File: config.mk
export PLATFORM = sky130hd
export DESIGN_NAME = cm_exec
export DESIGN_NICKNAME = d
export VERILOG_FILES = /design/src/rtl/cm_pkg.sv /design/src/rtl/cm_progmem.sv /design/src/rtl/cm_regfile.sv /design/src/rtl/cm_sequencer.sv /design/src/rtl/cm_exec.sv
export SDC_FILE = /design/constraint.sdc
export NUM_CORES = 1
export LEC_CHECK = 0
export BUFFER_PORTS_ARGS = -buffer_cell sky130_fd_sc_hd__buf_2
export CAP_MARGIN = 40
export CORE_MARGIN = 2
export CORE_UTILIZATION = 50
export CTS_BUF_LIST = sky130_fd_sc_hd__clkbuf_4
export CTS_CLUSTER_DIAMETER = 200
export DETAILED_ROUTE_END_ITERATION = 10
export PLACE_DENSITY = 0.78
export SLEW_MARGIN = 20
export SYNTH_ARGS = -nofsm -noshare
export SYNTH_HDL_FRONTEND = slang
export SYNTH_SLANG_ARGS = --single-unit
File: constraint.sdc
create_clock -name clk -period 4.33 [get_ports clk]
set_input_delay 0.866 -clock clk [delete_from_list [all_inputs] [get_ports clk]]
set_output_delay 0.866 -clock clk [all_outputs]
set_load 0.05 [all_outputs]
File: src/rtl/cm_pkg.sv
package cm_pkg;

    localparam int REG_W  = 8;
    localparam int NREG   = 3;
    localparam int IDX_W  = 2;
    localparam int STEP_W = 4;
    localparam int DEPTH  = 1 << STEP_W;

    typedef enum logic [1:0] {
        OP_STOP = 2'b00,
        OP_INC  = 2'b01,
        OP_DEC  = 2'b10,
        OP_BAD  = 2'b11
    } op_e;

    typedef struct packed {
        op_e               op;
        logic [IDX_W-1:0]  rsel;
        logic [STEP_W-1:0] nxt;
        logic [STEP_W-1:0] alt;
    } step_t;

    localparam int INSTR_W = $bits(step_t);

    typedef enum logic [1:0] {
        PH_IDLE = 2'b00,
        PH_RUN  = 2'b01,
        PH_HALT = 2'b10
    } phase_e;

    function automatic logic step_legal(step_t s);
        if (s.op == OP_BAD) return 1'b0;
        if (s.op == OP_STOP) return 1'b1;
        return (s.rsel != '0) && (int'(s.rsel) <= NREG);
    endfunction

endpackage

File: src/rtl/cm_progmem.sv
module cm_progmem
    import cm_pkg::*;
(
    input  logic              clk,
    input  logic              rst,
    input  logic              we,
    input  logic [STEP_W-1:0] waddr,
    input  step_t             wdata,
    input  logic [STEP_W-1:0] raddr,
    output step_t             rdata,
    output logic              rvalid
);

    step_t            slots [DEPTH];
    logic [DEPTH-1:0] written;
    logic             wr_ok;

    assign wr_ok = we && (waddr != '0);

    always_ff @(posedge clk) begin
        if (wr_ok) slots[waddr] <= wdata;
    end

    always_ff @(posedge clk) begin
        if (rst) begin
            written <= '0;
        end else if (wr_ok) begin
            written[waddr] <= 1'b1;
        end
    end

    assign rdata  = slots[raddr];
    assign rvalid = written[raddr];

    AST_SLOT0_NEVER_VALID: assert property (@(posedge clk) disable iff (rst)
        (raddr == '0) |-> !rvalid);

endmodule

File: src/rtl/cm_regfile.sv
module cm_regfile #(
    parameter int REG_W = 8,
    parameter int NREG  = 3,
    parameter int IDX_W = 2
) (
    input  logic                      clk,
    input  logic                      rst,
    input  logic                      ovf_clr,
    input  logic                      preset_en,
    input  logic [IDX_W-1:0]          preset_idx,
    input  logic [REG_W-1:0]          preset_val,
    input  logic                      inc_req,
    input  logic                      dec_req,
    input  logic [IDX_W-1:0]          op_idx,
    output logic [NREG:1][REG_W-1:0]  q,
    output logic                      cur_zero,
    output logic                      ovf
);

    localparam logic [REG_W-1:0] MAXV = '1;

    logic [REG_W-1:0] cur;

    always_comb begin
        cur = '0;
        for (int i = 1; i <= NREG; i++) begin
            if (op_idx == IDX_W'(i)) cur = q[i];
        end
    end

    assign cur_zero = (cur == '0);

    generate
        for (genvar gi = 1; gi <= NREG; gi++) begin : g_cell
            logic [REG_W-1:0] cell_q;
            logic             hit;
            assign hit = (op_idx == IDX_W'(gi));
            always_ff @(posedge clk) begin
                if (rst) begin
                    cell_q <= '0;
                end else if (preset_en && (preset_idx == IDX_W'(gi))) begin
                    cell_q <= preset_val;
                end else if (inc_req && hit && (cell_q != MAXV)) begin
                    cell_q <= cell_q + 1'b1;
                end else if (dec_req && hit && (cell_q != '0)) begin
                    cell_q <= cell_q - 1'b1;
                end
            end
            assign q[gi] = cell_q;
        end
    endgenerate

    always_ff @(posedge clk) begin
        if (rst || ovf_clr) begin
            ovf <= 1'b0;
        end else if (inc_req && (cur == MAXV)) begin
            ovf <= 1'b1;
        end
    end

    AST_INC_SATURATES: assert property (@(posedge clk) disable iff (rst)
        (inc_req && cur == MAXV) |=> (ovf && $stable(q)));
    AST_DEC_ZERO_HOLDS: assert property (@(posedge clk) disable iff (rst)
        (dec_req && cur == '0 && !preset_en) |=> $stable(q));

endmodule

File: src/rtl/cm_sequencer.sv
module cm_sequencer
    import cm_pkg::*;
#(
    parameter int CNT_W = 16
) (
    input  logic              clk,
    input  logic              rst,
    input  logic              start,
    input  step_t             instr,
    input  logic              ivalid,
    input  logic              cur_zero,
    output logic [STEP_W-1:0] pc,
    output logic              busy,
    output logic              done,
    output logic              err,
    output logic [CNT_W-1:0]  step_count,
    output logic              inc_req,
    output logic              dec_req,
    output logic [IDX_W-1:0]  op_idx,
    output logic              ovf_clr
);

    phase_e            phase;
    logic              legal;
    logic              accept;
    logic [STEP_W-1:0] pc_next;

    assign busy    = (phase == PH_RUN);
    assign done    = (phase == PH_HALT);
    assign accept  = start && !busy;
    assign ovf_clr = accept;
    assign legal   = ivalid && step_legal(instr);
    assign op_idx  = instr.rsel;
    assign inc_req = busy && legal && (instr.op == OP_INC);
    assign dec_req = busy && legal && (instr.op == OP_DEC);

    always_comb begin
        pc_next = instr.nxt;
        if ((instr.op == OP_DEC) && cur_zero) pc_next = instr.alt;
    end

    always_ff @(posedge clk) begin
        if (rst) begin
            phase      <= PH_IDLE;
            pc         <= '0;
            err        <= 1'b0;
            step_count <= '0;
        end else if (accept) begin
            phase      <= PH_RUN;
            pc         <= STEP_W'(1);
            err        <= 1'b0;
            step_count <= '0;
        end else if (busy) begin
            step_count <= step_count + 1'b1;
            if (!legal) begin
                phase <= PH_HALT;
                err   <= 1'b1;
            end else if (instr.op == OP_STOP) begin
                phase <= PH_HALT;
            end else begin
                pc <= pc_next;
            end
        end
    end

    AST_START_AT_STEP1: assert property (@(posedge clk) disable iff (rst)
        (start && !busy) |=> (busy && pc == STEP_W'(1)));
    AST_COUNT_PER_CYCLE: assert property (@(posedge clk) disable iff (rst)
        (busy && !start) |=> (step_count == $past(step_count) + CNT_W'(1)));
    AST_ERR_ENDS_RUN: assert property (@(posedge clk) disable iff (rst)
        $rose(err) |-> (done && !busy));

endmodule

File: src/rtl/cm_exec.sv
module cm_exec
    import cm_pkg::*;
#(
    parameter int CNT_W = 16
) (
    input  logic               clk,
    input  logic               rst,
    input  logic               prog_we,
    input  logic [STEP_W-1:0]  prog_addr,
    input  logic [INSTR_W-1:0] prog_word,
    input  logic               preset_we,
    input  logic [IDX_W-1:0]   preset_sel,
    input  logic [REG_W-1:0]   preset_val,
    input  logic               start,
    output logic               busy,
    output logic               done,
    output logic               err,
    output logic               ovf,
    output logic [REG_W-1:0]   reg1,
    output logic [REG_W-1:0]   reg2,
    output logic [REG_W-1:0]   reg3,
    output logic [CNT_W-1:0]   step_count
);

    step_t                     cur_step;
    logic                      cur_valid;
    logic [STEP_W-1:0]         pc;
    logic                      inc_req;
    logic                      dec_req;
    logic [IDX_W-1:0]          op_idx;
    logic                      cur_zero;
    logic                      ovf_clr;
    logic [NREG:1][REG_W-1:0]  regs;

    cm_progmem u_prog (
        .clk    (clk),
        .rst    (rst),
        .we     (prog_we && !busy),
        .waddr  (prog_addr),
        .wdata  (step_t'(prog_word)),
        .raddr  (pc),
        .rdata  (cur_step),
        .rvalid (cur_valid)
    );

    cm_sequencer #(.CNT_W(CNT_W)) u_seq (
        .clk        (clk),
        .rst        (rst),
        .start      (start),
        .instr      (cur_step),
        .ivalid     (cur_valid),
        .cur_zero   (cur_zero),
        .pc         (pc),
        .busy       (busy),
        .done       (done),
        .err        (err),
        .step_count (step_count),
        .inc_req    (inc_req),
        .dec_req    (dec_req),
        .op_idx     (op_idx),
        .ovf_clr    (ovf_clr)
    );

    cm_regfile #(.REG_W(REG_W), .NREG(NREG), .IDX_W(IDX_W)) u_regs (
        .clk        (clk),
        .rst        (rst),
        .ovf_clr    (ovf_clr),
        .preset_en  (preset_we && !busy),
        .preset_idx (preset_sel),
        .preset_val (preset_val),
        .inc_req    (inc_req),
        .dec_req    (dec_req),
        .op_idx     (op_idx),
        .q          (regs),
        .cur_zero   (cur_zero),
        .ovf        (ovf)
    );

    assign reg1 = regs[1];
    assign reg2 = regs[2];
    assign reg3 = regs[3];

    AST_HOLD_AFTER_DONE: assert property (@(posedge clk) disable iff (rst)
        (done && !start && !preset_we) |=> $stable({reg1, reg2, reg3}));
    AST_BUSY_BLOCKS_PRESET: assert property (@(posedge clk) disable iff (rst)
        (busy && preset_we && !inc_req && !dec_req) |=> $stable({reg1, reg2, reg3}));

endmodule

* After elaboration in Yosys (flattened, before gate mapping) *
Memory sizes are Yosys's and may differ from the RTL's.
Index checks and enable logic that the tools add are counted.

storage, ports and cells
  flip-flop bits (word level) = 64
  memory bits (writable) = 192
  input bits = 31
  output and inout port bits = 44
  word-level logic and storage cells = 123
  memories = 1

memory list
  name          depth  width  read ports  clocked after Yosys merged registers in  wr ports  line              RTL
  u_prog.slots  16     12     1           0                                        1         cm_progmem.sv:14  step_t slots [DEPTH];

cells by class
  add/subtract/negate cells = 7
  $lt $le $gt $ge = 3
  equal/unequal tests = 18
  muxes and demuxes = 34
  bitwise logic cells = 3
  reduce and logical (&&, ||, !) cells = 46

operator list
  kind                                                                                 number
  8-bit 2-to-1 mux                                                                     12
  1-bit logical AND                                                                    26
  8-bit by 1-bit adder with 8-bit output, second input constant                        3
  8-bit inequality test, second input constant                                         3
  8-bit nonzero test                                                                   3
  8-bit by 1-bit subtractor with 8-bit output, second input constant                   3
  1-bit 2-to-1 mux                                                                     17
  16-bit by 1-bit adder with 16-bit output, second input constant                      1
  16-bit OR                                                                            1
  2-bit equality test, second input constant                                           7
  4-bit by 5-bit less-than comparator with 1-bit output, second input constant         2
  3-bit nonzero test                                                                   3
  2-bit by 1-bit equality test with 1-bit output, second input constant                4
  8-bit equality test, second input constant                                           1
  8-bit logical NOT                                                                    1
  2-bit AND reduction                                                                  3
  3-bit AND reduction                                                                  2
  2-bit nonzero test                                                                   3
  1-bit binary-select mux with 4-bit select                                            1
  1-bit demux with 4-bit select                                                        1
  4-bit by 1-bit greater-or-equal comparator with 1-bit output, second input constant  1
  2-bit 2-to-1 mux                                                                     2
  4-bit 2-to-1 mux                                                                     1
  4-bit nonzero test                                                                   1
  other kinds (8)                                                                      9

* Logic depth before layout (Yosys ltp) *
Gate-level depths: netlist of run 1.
An unclocked memory read counts as a cell.

  depth after elaboration = 14
  depth in mapped cells = 18
  depth with buffers taken out = 15

* By module *
Synthesis of run 1 repeated with hierarchy kept, for this count alone.

unflattened totals
  cells, all modules = 825
  area total of the unflattened synthesis = 11579.9 µm²

by module, submodules not included
  module        instances  cells an instance  area an instance (µm²)  sequential area each (µm²)
  cm_progmem    1          383                8022.7                  6085.8
  cm_regfile    1          318                2448.6                  500.5
  cm_sequencer  1          122                1096.1                  460.4
  cm_exec       1          2                  12.5                    0.0

* Worst setup path before layout of run 1 *
Ideal clock, no wire load.

  path kind = register -> register
  from = reg u_seq.pc[1]
  to = reg u_regs.g_cell[2].cell_q[7]
  library setup time = 0.088 ns
  arrival = 3.781 ns
  data required time = 4.242 ns
  path slack = 0.461 ns
  stages on the path, launching flop included = 16
  path buffers = 1
  clock period less this slack = 3.869 ns
  cells stage by stage = dfxtp_1 buf_6 mux4_2 mux2i_1 mux2i_2 nor4_4 nand3_1 ha_1 a21o_1 a21oi_1 o21bai_1 a21oi_1 o21ai_0 xnor2_1 or3_1 a311oi_2

between the ends
  word-level cells in the longest chain between the ends = 13
  elaborated cells on any way between the ends = 26
  classes of those cells = eq/ne (4); mux (10); reduce/logical (11); memory (1)

RTL lines
  what                             line                                    RTL
  start: declaration               cm_sequencer.sv:12                      output logic [STEP_W-1:0] pc,
  start signal: assignment         cm_sequencer.sv:61                      pc <= pc_next;
  memory read 16 x 12 bit          --
  2-bit logical NOT                cm_pkg.sv:33                            if (s.op == OP_STOP) return 1'b1;
  1-bit 2-to-1 mux (2 in series)   cm_pkg.sv:33
  1-bit 2-to-1 mux                 cm_pkg.sv:34                            return (s.rsel != '0) && (int'(s.rsel) <= NREG);
  1-bit 2-to-1 mux                 cm_pkg.sv:33
  1-bit logical AND                cm_sequencer.sv:32                      assign legal = ivalid && step_legal(instr);
  1-bit logical AND                cm_sequencer.sv:34, cm_sequencer.sv:35
  1-bit logical AND                cm_sequencer.sv:34                      assign inc_req = busy && legal && (instr.op == OP_INC);
  1-bit logical AND (2 in series)  cm_regfile.sv:43                        end else if (inc_req && hit && (cell_q != MAXV)) begin
  8-bit 2-to-1 mux                 cm_regfile.sv:43
  8-bit 2-to-1 mux                 cm_regfile.sv:41                        end else if (preset_en && (preset_idx == IDX_W'(gi))) begin
  end signal: assignment           cm_regfile.sv:42                        cell_q <= preset_val;
  end signal: assignment           cm_regfile.sv:44                        cell_q <= cell_q + 1'b1;
  end signal: assignment           cm_regfile.sv:46                        cell_q <= cell_q - 1'b1;
  end: declaration                 cm_regfile.sv:35                        logic [REG_W-1:0] cell_q;

Parallel ways exist; a longest one is shown, timed or not. The select of a mux whose other input is x is not followed.
A chain may end at the register's enable or synchronous reset.

* Final worst setup path of run 1 *
  from = reg u_seq.pc[2]
  to = reg u_regs.g_cell[2].cell_q[7]

Same word-level chain as after synthesis.

==> impl_metrics.tcl, run 1 <==
set metrics [dict create \
    async_flop_share_pct 0 \
    synthCells 762 \
    fill_cells 1784 \
    clockRootBuffer "clkbuf_4" \
    grt_pass1_wl_um 38600 \
    grt_overflow_total 0 \
    finalSetupViolCount 0 \
    synth_most_common_cell "edfxtp_1" \
    report.final.hold_viol_count 0 \
    grt_pass1_vias 7062 \
    power_density_mw_per_mm2 404 \
    cp_slowest_cell "dfxtp_2" \
    cp_slowest_stage_delay_ps 610 \
    critPathKind "flip-flop to flip-flop" \
    area_growth_pct 15.3 \
    max_slew_margin_pct 50.0 \
    nets 979 \
    die_w_um 155 \
    arrival_ps 4650 \
    cts_setup_buffers 0 \
    port-buffer-count 74 \
    ir_drop_mv 0.341 \
    synth-seq-cells 256 \
    wl_um 24800 \
    multi_input_area_sq_mm 0.00425 \
    holdBufCountCts 0 \
    htree_levels 3 \
    dp_cells 1139 \
    grt_max_degree 46 \
    min_period_ps 4060 \
    yosysTopAreaCell "edfxtp_1" \
    cts_resized 0 \
    gp_congestion 0.861 \
    initial_utilization_pct 50.7 \
    ys_top_cells_by_area "edfxtp_1 50%, mux4_2 12%, dfxtp_1 11%" \
    ant_nets 0 \
    remaining_drc_errors 0 \
    cts_tree "done" \
    ys_seq_area_share_pct 61.6 \
    cp.buffers_inverters 1 \
    antenna_found_initial 2 \
    track_usage_pct 20.9 \
    seq_area_sq_mm 0.00705 \
    cp-end-kind "flip-flop" \
    coreArea_sq_mm 0.0226 \
    detail_route.first_pass.iterations 5 \
    ys_types 68 \
    final_cells 1254 \
    drtIter0Drc 520 \
    vias 7170 \
    status "finished, final reports clean" \
    cts_made_buffers 67 \
    die_h_um 155 \
    synth_ff_type "edfxtp_1" \
    synth_top_cell_area_share_pct 50.4 \
    via_per_inst 5.72 \
    fin_skew_ps 53.0 \
    insertion_delay_ps 690 \
    synth_area_per_cell_sq_um 15.0 \
    yosysWarnings 0 \
    clockBufferDepth 3 \
    ios 75 \
    crit_fanout 17 \
    placed_area_sq_mm 0.0123 \
    wl_per_cell_um 19.8 \
    maxSlewViolCount 0 \
    clk_pin_slew_worst_paths_ps 70 \
    hold_class "input port to flip-flop" \
    synth_area_sq_mm 0.0114 \
    dpl.hpwl_um 16300 \
    power_mw 5.33 \
    critPathTopFamily "compound AO/OA/AOI/OAI gates" \
    path_cells "buf_4, mux4_2, mux2i_1, nor2_1, a21o_1, nand3_1, ha_1, a21o_1, a21oi_1, o21bai_1, a21oi_1, o21ai_0, xnor2_1, or3_1, a311oi_2" \
    fmax_mhz 246 \
    rows 55 \
    p_leak_nw 4.75 \
    drive_gt1_share_pct 31.7 \
    worst_slew_pin_slew_ps 747 \
    fin_tns_setup_ps 0 \
    cts.sinks 256 \
    maxCapViolCount 0 \
    startpoint_type "flip-flop" \
    rsz0062_at_grt "no" \
    die_area_sq_mm 0.0241 \
    whs_ps 468 \
    crit_required_ps 4920 \
    synth_edf_count 192 \
    yosys-top-cells-count "192 x edfxtp_1, 76 x nor2_1, 64 x dfxtp_1, 59 x mux4_2, 34 x mux2i_1" \
    period_share_pct 93.7 \
    fin_area_sq_mm 0.0132 \
]
[registers in the layout, summed over array words and instances, names as in the netlist]
signal / cells
u_seq.phase: 2
u_prog.written: 16
u_regs.g_cell.cell_q: 24
u_regs.ovf: 1
u_seq.pc: 4
u_seq.step_count: 16
u_seq.err: 1
u_prog.slots: 192
[cells by family after synthesis]
| family | share of synthesized area (%) |
|---|---|
| flops | 61.6 |
| simple gates | 8.21 |
| compound gates | 6.88 |
| mux | 15.7 |
| buf+inv | 1.90 |
| xor+xnor | 2.60 |
| fa+ha+maj | 3.11 |
| other cells | 0.0328 |
[power breakdown]
group	total (mW)	switching [mW]	internal, mW
sequential	2.72	0.0409	2.68
clock	2.10	0.961	1.14
combinational	0.507	0.297	0.210
[final timing paths]
path / slack [ps] / startpoint / to / cells past startpoint
worst max register to register: 270 / u_seq.pc[2] / u_regs.g_cell[2].cell_q[7] / 15
worst min-delay path: 470 / preset_val[2] / u_regs.g_cell[1].cell_q[2] / 3
worst min register to register: 470 / u_regs.ovf / u_regs.ovf / 2
worst max-delay path: 270 / u_seq.pc[2] / u_regs.g_cell[2].cell_q[7] / 15
[stage by stage]
step / setup WS, ps / util, %
6_report: 273 / 58.5
5_1_grt: 1.40 / 58.5
4_1_cts: 207 / 58.4
3_5_place_dp: 227 / 54.7
3_3_place_gp: 339 / 54.6
2_1_floorplan: 461 / -
[layout make-up]
class	instances	area share (%)
multi-input combinational	477	32.2
sequential	256	53.4
clock inverter	17	0.929
tap	285	2.70
clock buffer	96	5.46
antenna	2	0.0379
timing repair buffer	111	4.91
inverter	10	0.284
[layout by cell type (no fill, tap or decap), types with 6 or more instances in the layout]
master | synthesis | layout
ha_1 | 22 | 22
or3_1 | 7 | 7
a211oi_1 | 22 | 22
nand4_1 | 7 | 7
clkbuf_4 | 0 | 96
nand3_1 | 17 | 17
clkinv_1 | 1 | 11
nand2_1 | 31 | 31
mux2_2 | 6 | 6
xnor2_1 | 16 | 16
inv_1 | 9 | 9
buf_4 | 2 | 37
o21ai_0 | 13 | 13
nor2_1 | 76 | 76
a21o_1 | 12 | 12
edfxtp_1 | 192 | 192
a21oi_1 | 30 | 30
conb_1 | 1 | 12
xor2_1 | 18 | 18
mux4_2 | 59 | 59
mux2i_1 | 34 | 34
dfxtp_1 | 64 | 62
buf_2 | 3 | 74
[worst min-delay path, delay by kind of cell]
family                 cells  cell delay [ps]
buffers and inverters      1              130
AND/OR/NAND/NOR            1               60
AO/OA/AOI/OAI              1               50
[routing by layer]
metal | vias to the layer above | share of wire [%] | routed length, um | track usage, %
met1 | 3516 | 43 | 10600 | 28.0
met5 | - | 0 | 0 | 0
met2 | 277 | 49 | 12100 | 34.1
met3 | 56 | 6.4 | 1580 | 4.87
li1 | 3321 | - | - | -
met4 | 0 | 2.2 | 548 | 6.99
No activity file was read; power rests on OpenSTA's default activity.
==> run 2: changes to the inputs <==
MAX_ROUTING_LAYER = met4   (was not set)
clock period = 4.2 ns   (was 4.33 ns; I/O delays follow)
==> run 2 against run 1 <==
  * Final area about the same
  * Wire length grew 0.83%
  * Fmax rose by 3.3%
  * Worst hold slack better by 0.92 ps
  * Count of clock-buffer cells in the layout shrank 5
  * Non-clock buffer count fell by 2
  * Setup slack worse by 1.6 ps
  * Flip-flop and latch count did not move
  * Sequential share of layout area hardly changed
  * Combinational power up 4%
==> impl_metrics.tcl, run 2 (synthesis gave the netlist of run 1 again) <==
set metrics [dict create \
    status "finished, final reports clean" \
    cts_tree "done" \
    clk_pin_slew_worst_paths_ps 70 \
    insertion_delay_ps 680 \
    cts_made_buffers 66 \
    rows 55 \
    via_per_inst 5.76 \
    ant_nets 0 \
    largest_register_ffs 192 \
    crit_required_ps 4730 \
    startpoint_type "flip-flop" \
    drtIter0Drc 616 \
    cts.sinks 256 \
    track_usage_pct 22.1 \
    report.final.hold_viol_count 0 \
    reg2reg_from "u_seq.pc[0]" \
    initial_utilization_pct 50.7 \
    clockRootBuffer "clkbuf_4" \
    ios 75 \
    largest_registers "u_prog.slots (192), u_regs.g_cell.cell_q (24)" \
    hold_class "input port to flip-flop" \
    gp_congestion 0.864 \
    grt_max_degree 46 \
    layout_setup_ws_ps 271 \
    rr_worst_depth 16 \
    detail_route.first_pass.iterations 5 \
    clockBufferDepth 3 \
    remaining_drc_errors 0 \
    die_h_um 155 \
    vias 7210 \
    die_w_um 155 \
    rsz0062_at_grt "no" \
    rrSetupSlack_ps 270 \
    period_share_pct 93.5 \
    fill_cells 1781 \
    fin_skew_ps 45.0 \
    grt_overflow_total 0 \
    area_growth_pct 15.3 \
    nets 976 \
    min_period_ps 3930 \
    coreArea_sq_mm 0.0226 \
    grt_pass1_wl_um 39600 \
    power_density_mw_per_mm2 410 \
    worstReg2RegEnd "u_regs.g_cell[3].cell_q[7]" \
    fin_area_sq_mm 0.0132 \
    wl_um 25000 \
    drive_gt1_share_pct 31.4 \
    crit_fanout 11 \
    die_area_sq_mm 0.0241 \
    critical_path.startpoint "u_seq.pc[0]" \
    layout_commonest_cell "edfxtp_1" \
    ir_drop_mv 0.239 \
    fin_util_pct 58.4 \
    wl_per_cell_um 20.0 \
    n_antenna_cell 0 \
    crit_end "u_regs.g_cell[3].cell_q[7]" \
    port-buffer-count 74 \
    fmax_mhz 255 \
    arrival_ps 4460 \
    dp_slack_ps 216 \
    grt_pass1_vias 7300 \
    antenna_found_initial 0 \
    holdBufCountCts 0 \
    critPathKind "flip-flop to flip-flop" \
    worst_slew_pin_slew_ps 773 \
    fin_tns_setup_ps 0 \
    finalSetupViolCount 0 \
    max_slew_margin_pct 48.3 \
    p_leak_nw 4.72 \
    layout_common_cells "192 x edfxtp_1, 91 x clkbuf_4, 76 x nor2_1" \
    dpl.hpwl_um 16400 \
    maxSlewViolCount 0 \
    regMostFlops "u_prog.slots" \
    cp-end-kind "flip-flop" \
    maxCapViolCount 0 \
    htree_levels 3 \
    placed_area_sq_mm 0.0124 \
]
run 2: changes by cell type in the layout (fill, tap and decap cells not counted), moves of 2 or more:
cell and delta:
diode_2 -2, clkinv_1 +6, inv_2 -2, clkinv_4 +2, clkbuf_4 -5, nor3_2 -2, buf_4 -6, nor3_4 +2
run 2: power breakdown:
part | internal [mW] | switching (mW)
Clock | 1.07 | 0.999
Combinational | 0.216 | 0.309
Sequential | 2.76 | 0.0416
run 2: repair_timing:
item                       in CTS  in global routing
setup endpoints to repair       0                  6
gates resized for setup         0                  3
setup buffers                   0                  0
run 2: worst min path at each step:
stage | start | to | slack (ps) | cells after the start
6_report | preset_val[2] | u_regs.g_cell[3].cell_q[2] | 470 | 3
5_1_grt | preset_val[2] | u_regs.g_cell[2].cell_q[2] | 410 | 3
4_1_cts | preset_val[2] | u_regs.g_cell[2].cell_q[2] | 420 | 3
3_5_place_dp | u_prog.written[0] | u_prog.written[0] | 460 | 1
3_3_place_gp | u_prog.written[9] | u_prog.written[9] | 450 | 2
2_1_floorplan | u_prog.written[0] | u_prog.written[0] | 430 | 1
run 2: layer usage:
metal	vias up	share of wire [%]	track usage [%]
met2	300	48	33.9
met4	0	2.6	8.87
li1	3325	-	-
met3	50	7.5	5.49
met1	3535	42	28.7
met5	-	0	-
run 2: metrics by stage:
step,cells,hold slack [ps],total power [mW]
after floorplan,773,433,3.23
after global placement,1133,448,3.37
after detailed placement,1136,456,3.38
after CTS,1250,416,5.45
after global routing,1251,412,5.64
final,1251,468,5.40
run 2: worst max-delay path, cell delays in order (launching register included):
cell and delay (ps):
dfxtp_4 420, buf_4 200, mux4_2 330, mux2i_1 60, mux2_2 330, or2_1 290, nor3b_4 310, nand2_1 130
buf_4 180, ha_1 320, a21o_1 190, a21o_1 170, a21oi_1 200, o21ai_0 160, mux2i_1 210, mux2i_1 200
a211oi_1 80
run 2: area by class of cell:
cell class	instances	area, sq um	share of cell area (%)
Multi-Input combinational cell	477	4270	32.4
Inverter	10	37.5	0.285
Clock buffer	91	683	5.18
Tap cell	285	357	2.70
Clock inverter	23	133	1.01
Sequential cell	256	7050	53.5
Timing Repair Buffer	109	654	4.96
==> run 3: changes to the inputs <==
HOLD_SLACK_MARGIN = 0.12   (was not set)
SYNTH_HIERARCHICAL = 1   (was not set)
==> run 3 against run 2 <==
  * Die area rose by 1.2%
  * Count of clock-buffer cells in the layout rose by 3
  * Worst hold slack got worse by 32 ps
  * Global-route usage rose by 0.42 points
  * Flip-flop and latch count did not move
  * Final area rose by 1.3%
  * Sequential share of layout area fell by 0.65 points
  * First-iteration DRC count rose by 27%
  * Largest power group unchanged
==> impl_metrics.tcl, run 3 <==
set metrics [dict create \
    status "finished, final reports clean" \
    crit_end "u_regs/g_cell[1].cell_q[6]" \
    fin_util_pct 58.8 \
    final_cells 1313 \
    arrival_ps 4500 \
    track_usage_pct 22.6 \
    vias 7886 \
    via_per_inst 6.01 \
    ys_seq_area_share_pct 60.9 \
    period_share_pct 93.6 \
    synth_area_sq_mm 0.0116 \
    drive_gt1_share_pct 27.0 \
    power_density_mw_per_mm2 404 \
    maxSlewViolCount 0 \
    grt_pass1_vias 7681 \
    synth_ff_type "edfxtp_1" \
    cp-end-kind "flip-flop" \
    crit_fanout 12 \
    report.final.hold_viol_count 0 \
    grt_pass1_wl_um 40800 \
    ir_drop_mv 0.297 \
    yosysTopAreaCell "edfxtp_1" \
    yosysWarnings 6 \
    drtIter0Drc 781 \
    layout_setup_ws_ps 267 \
    clk_pin_slew_worst_paths_ps 70 \
    layout_common_cells "192 x edfxtp_1, 94 x clkbuf_4, 74 x buf_2" \
    synth-seq-cells 256 \
    rr_worst_depth 14 \
    die_area_sq_mm 0.0244 \
    initial_utilization_pct 51.0 \
    synthCells 825 \
    cts.sinks 256 \
    remaining_drc_errors 0 \
    whs_ps 437 \
    ant_nets 0 \
    power_mw 5.39 \
    largest_register_ffs 192 \
    rrSetupSlack_ps 270 \
    globalRouteMet2Util_pct 36.2 \
    insertion_delay_ps 710 \
    die_h_um 156 \
    dpl.hpwl_um 17000 \
    rsz0062_at_grt "no" \
    dp_slack_ps 79.6 \
    worst_slew_pin_slew_ps 716 \
    synth_top_cell_area_share_pct 49.8 \
    wl_per_cell_um 20.2 \
    rows 55 \
    die_w_um 156 \
    antenna_found_initial 2 \
    max_slew_margin_pct 52.3 \
    crit_required_ps 4770 \
    critPathKind "flip-flop to flip-flop" \
    grt_max_degree 46 \
    finalSetupViolCount 0 \
    hold_class "input port to flip-flop" \
    dp_cells 1194 \
    port-buffer-count 74 \
    coreArea_sq_mm 0.0227 \
    cts_tree "done" \
    maxCapViolCount 0 \
    detail_route.first_pass.iterations 5 \
    worstReg2RegEnd "u_regs/g_cell[1].cell_q[6]" \
    globalRoute.busiestLayer "met2" \
    synth_area_per_cell_sq_um 14.0 \
    ys_top_cells_by_area "edfxtp_1 50%, dfxtp_1 11%, mux4_1 5.4%" \
    clockBufferDepth 3 \
    htree_levels 3 \
    grt_overflow_total 0 \
    ios 75 \
    p_leak_nw 4.89 \
    wl_um 26500 \
    met3_usage_pct 4.58 \
    area_growth_pct 15.3 \
    ys_types 69 \
    synth_edf_count 192 \
    startpoint_type "flip-flop" \
    async_flop_share_pct 0 \
    gp_congestion 0.855 \
    fin_tns_setup_ps 0 \
    regMostFlops "u_prog/slots" \
    layout_commonest_cell "edfxtp_1" \
    fmax_mhz 254 \
    largest_registers "u_prog/slots (192), u_regs/g_cell.cell_q (24)" \
    nets 1039 \
    synth_most_common_cell "edfxtp_1" \
    yosys-top-cells-count "192 x edfxtp_1, 73 x nor2_1, 64 x dfxtp_1, 56 x nand2_1, 34 x a22oi_1" \
    clockRootBuffer "clkbuf_4" \
    min_period_ps 3930 \
    reg2reg_from "u_seq/pc[0]" \
    use_met1_pct 28.7 \
    fin_area_sq_mm 0.0134 \
    critical_path.startpoint "u_seq/pc[0]" \
    cts_made_buffers 68 \
    fin_skew_ps 46.9 \
    placed_area_sq_mm 0.0124 \
]
run 3: worst min path at each step:
stage,from,endpoint,slack [ps],cells after the start
3_3_place_gp,u_prog/written[14],u_prog/written[14],460,2
6_report,preset_val[0],u_regs/g_cell[3].cell_q[0],440,3
3_5_place_dp,u_prog/written[14],u_prog/written[14],460,2
4_1_cts,preset_val[0],u_regs/g_cell[3].cell_q[0],400,3
2_1_floorplan,u_prog/written[5],u_prog/written[5],430,2
5_1_grt,preset_val[2],u_regs/g_cell[1].cell_q[2],430,3
run 3: cells by family after synthesis:
| group | count (synthesis) | synth area share [%] |
|---|---|---|
| XOR/XNOR | 21 | 1.59 |
| buffers and inverters | 49 | 2.12 |
| AO/OA/AOI/OAI | 154 | 9.17 |
| adder cells (fa/ha/maj) | 26 | 2.98 |
| flip-flops | 256 | 60.9 |
| other | 1 | 0.0324 |
| multiplexers | 67 | 12.3 |
| AND/OR/NAND/NOR | 251 | 11.0 |
run 3: area by class of cell:
class | instances | area, sq um
repair buffers | 113 | 676
multi-input cells | 531 | 4370
clock buffers | 94 | 706
fillers | 1787 | 9360
well taps | 285 | 357
flip-flops and latches | 256 | 7050
clock inverters | 19 | 138
inverters | 13 | 52.6
diodes | 2 | 5.00
run 3: worst max-delay path, cell delays in order, from the launching register on:
cell and delay (ps):
dfxtp_4 410, buf_12 170, mux4_2 500, a22oi_1 210, nand2_1 140, nor3b_2 270, and3b_1 240, o21a_2 230
clkinvlp_4 220, fa_1 450, a21o_1 180, a21oi_1 250, o21ai_0 120, a31o_1 190, a311oi_1 250
run 3: repair_timing:
action | CTS | global route
resized for setup | 0 | 8
hold endpoints to repair | 0 | 0
buffers inserted | 0 | 4
setup endpoints to repair | 0 | 10
hold buffers | 0 | 0
run 3: layer usage:
metal  vias up  wire length, um
li1       3618                -
met1      3901            11000
met2       323            13100
met3        44             1820
met4         0              535
met5         -                0
run 3: power breakdown:
part	internal, mW	switching, mW	total, mW
registers	2.76	0.0377	2.80
logic	0.185	0.278	0.464
clock network	1.11	1.02	2.13
total	4.06	1.33	5.39
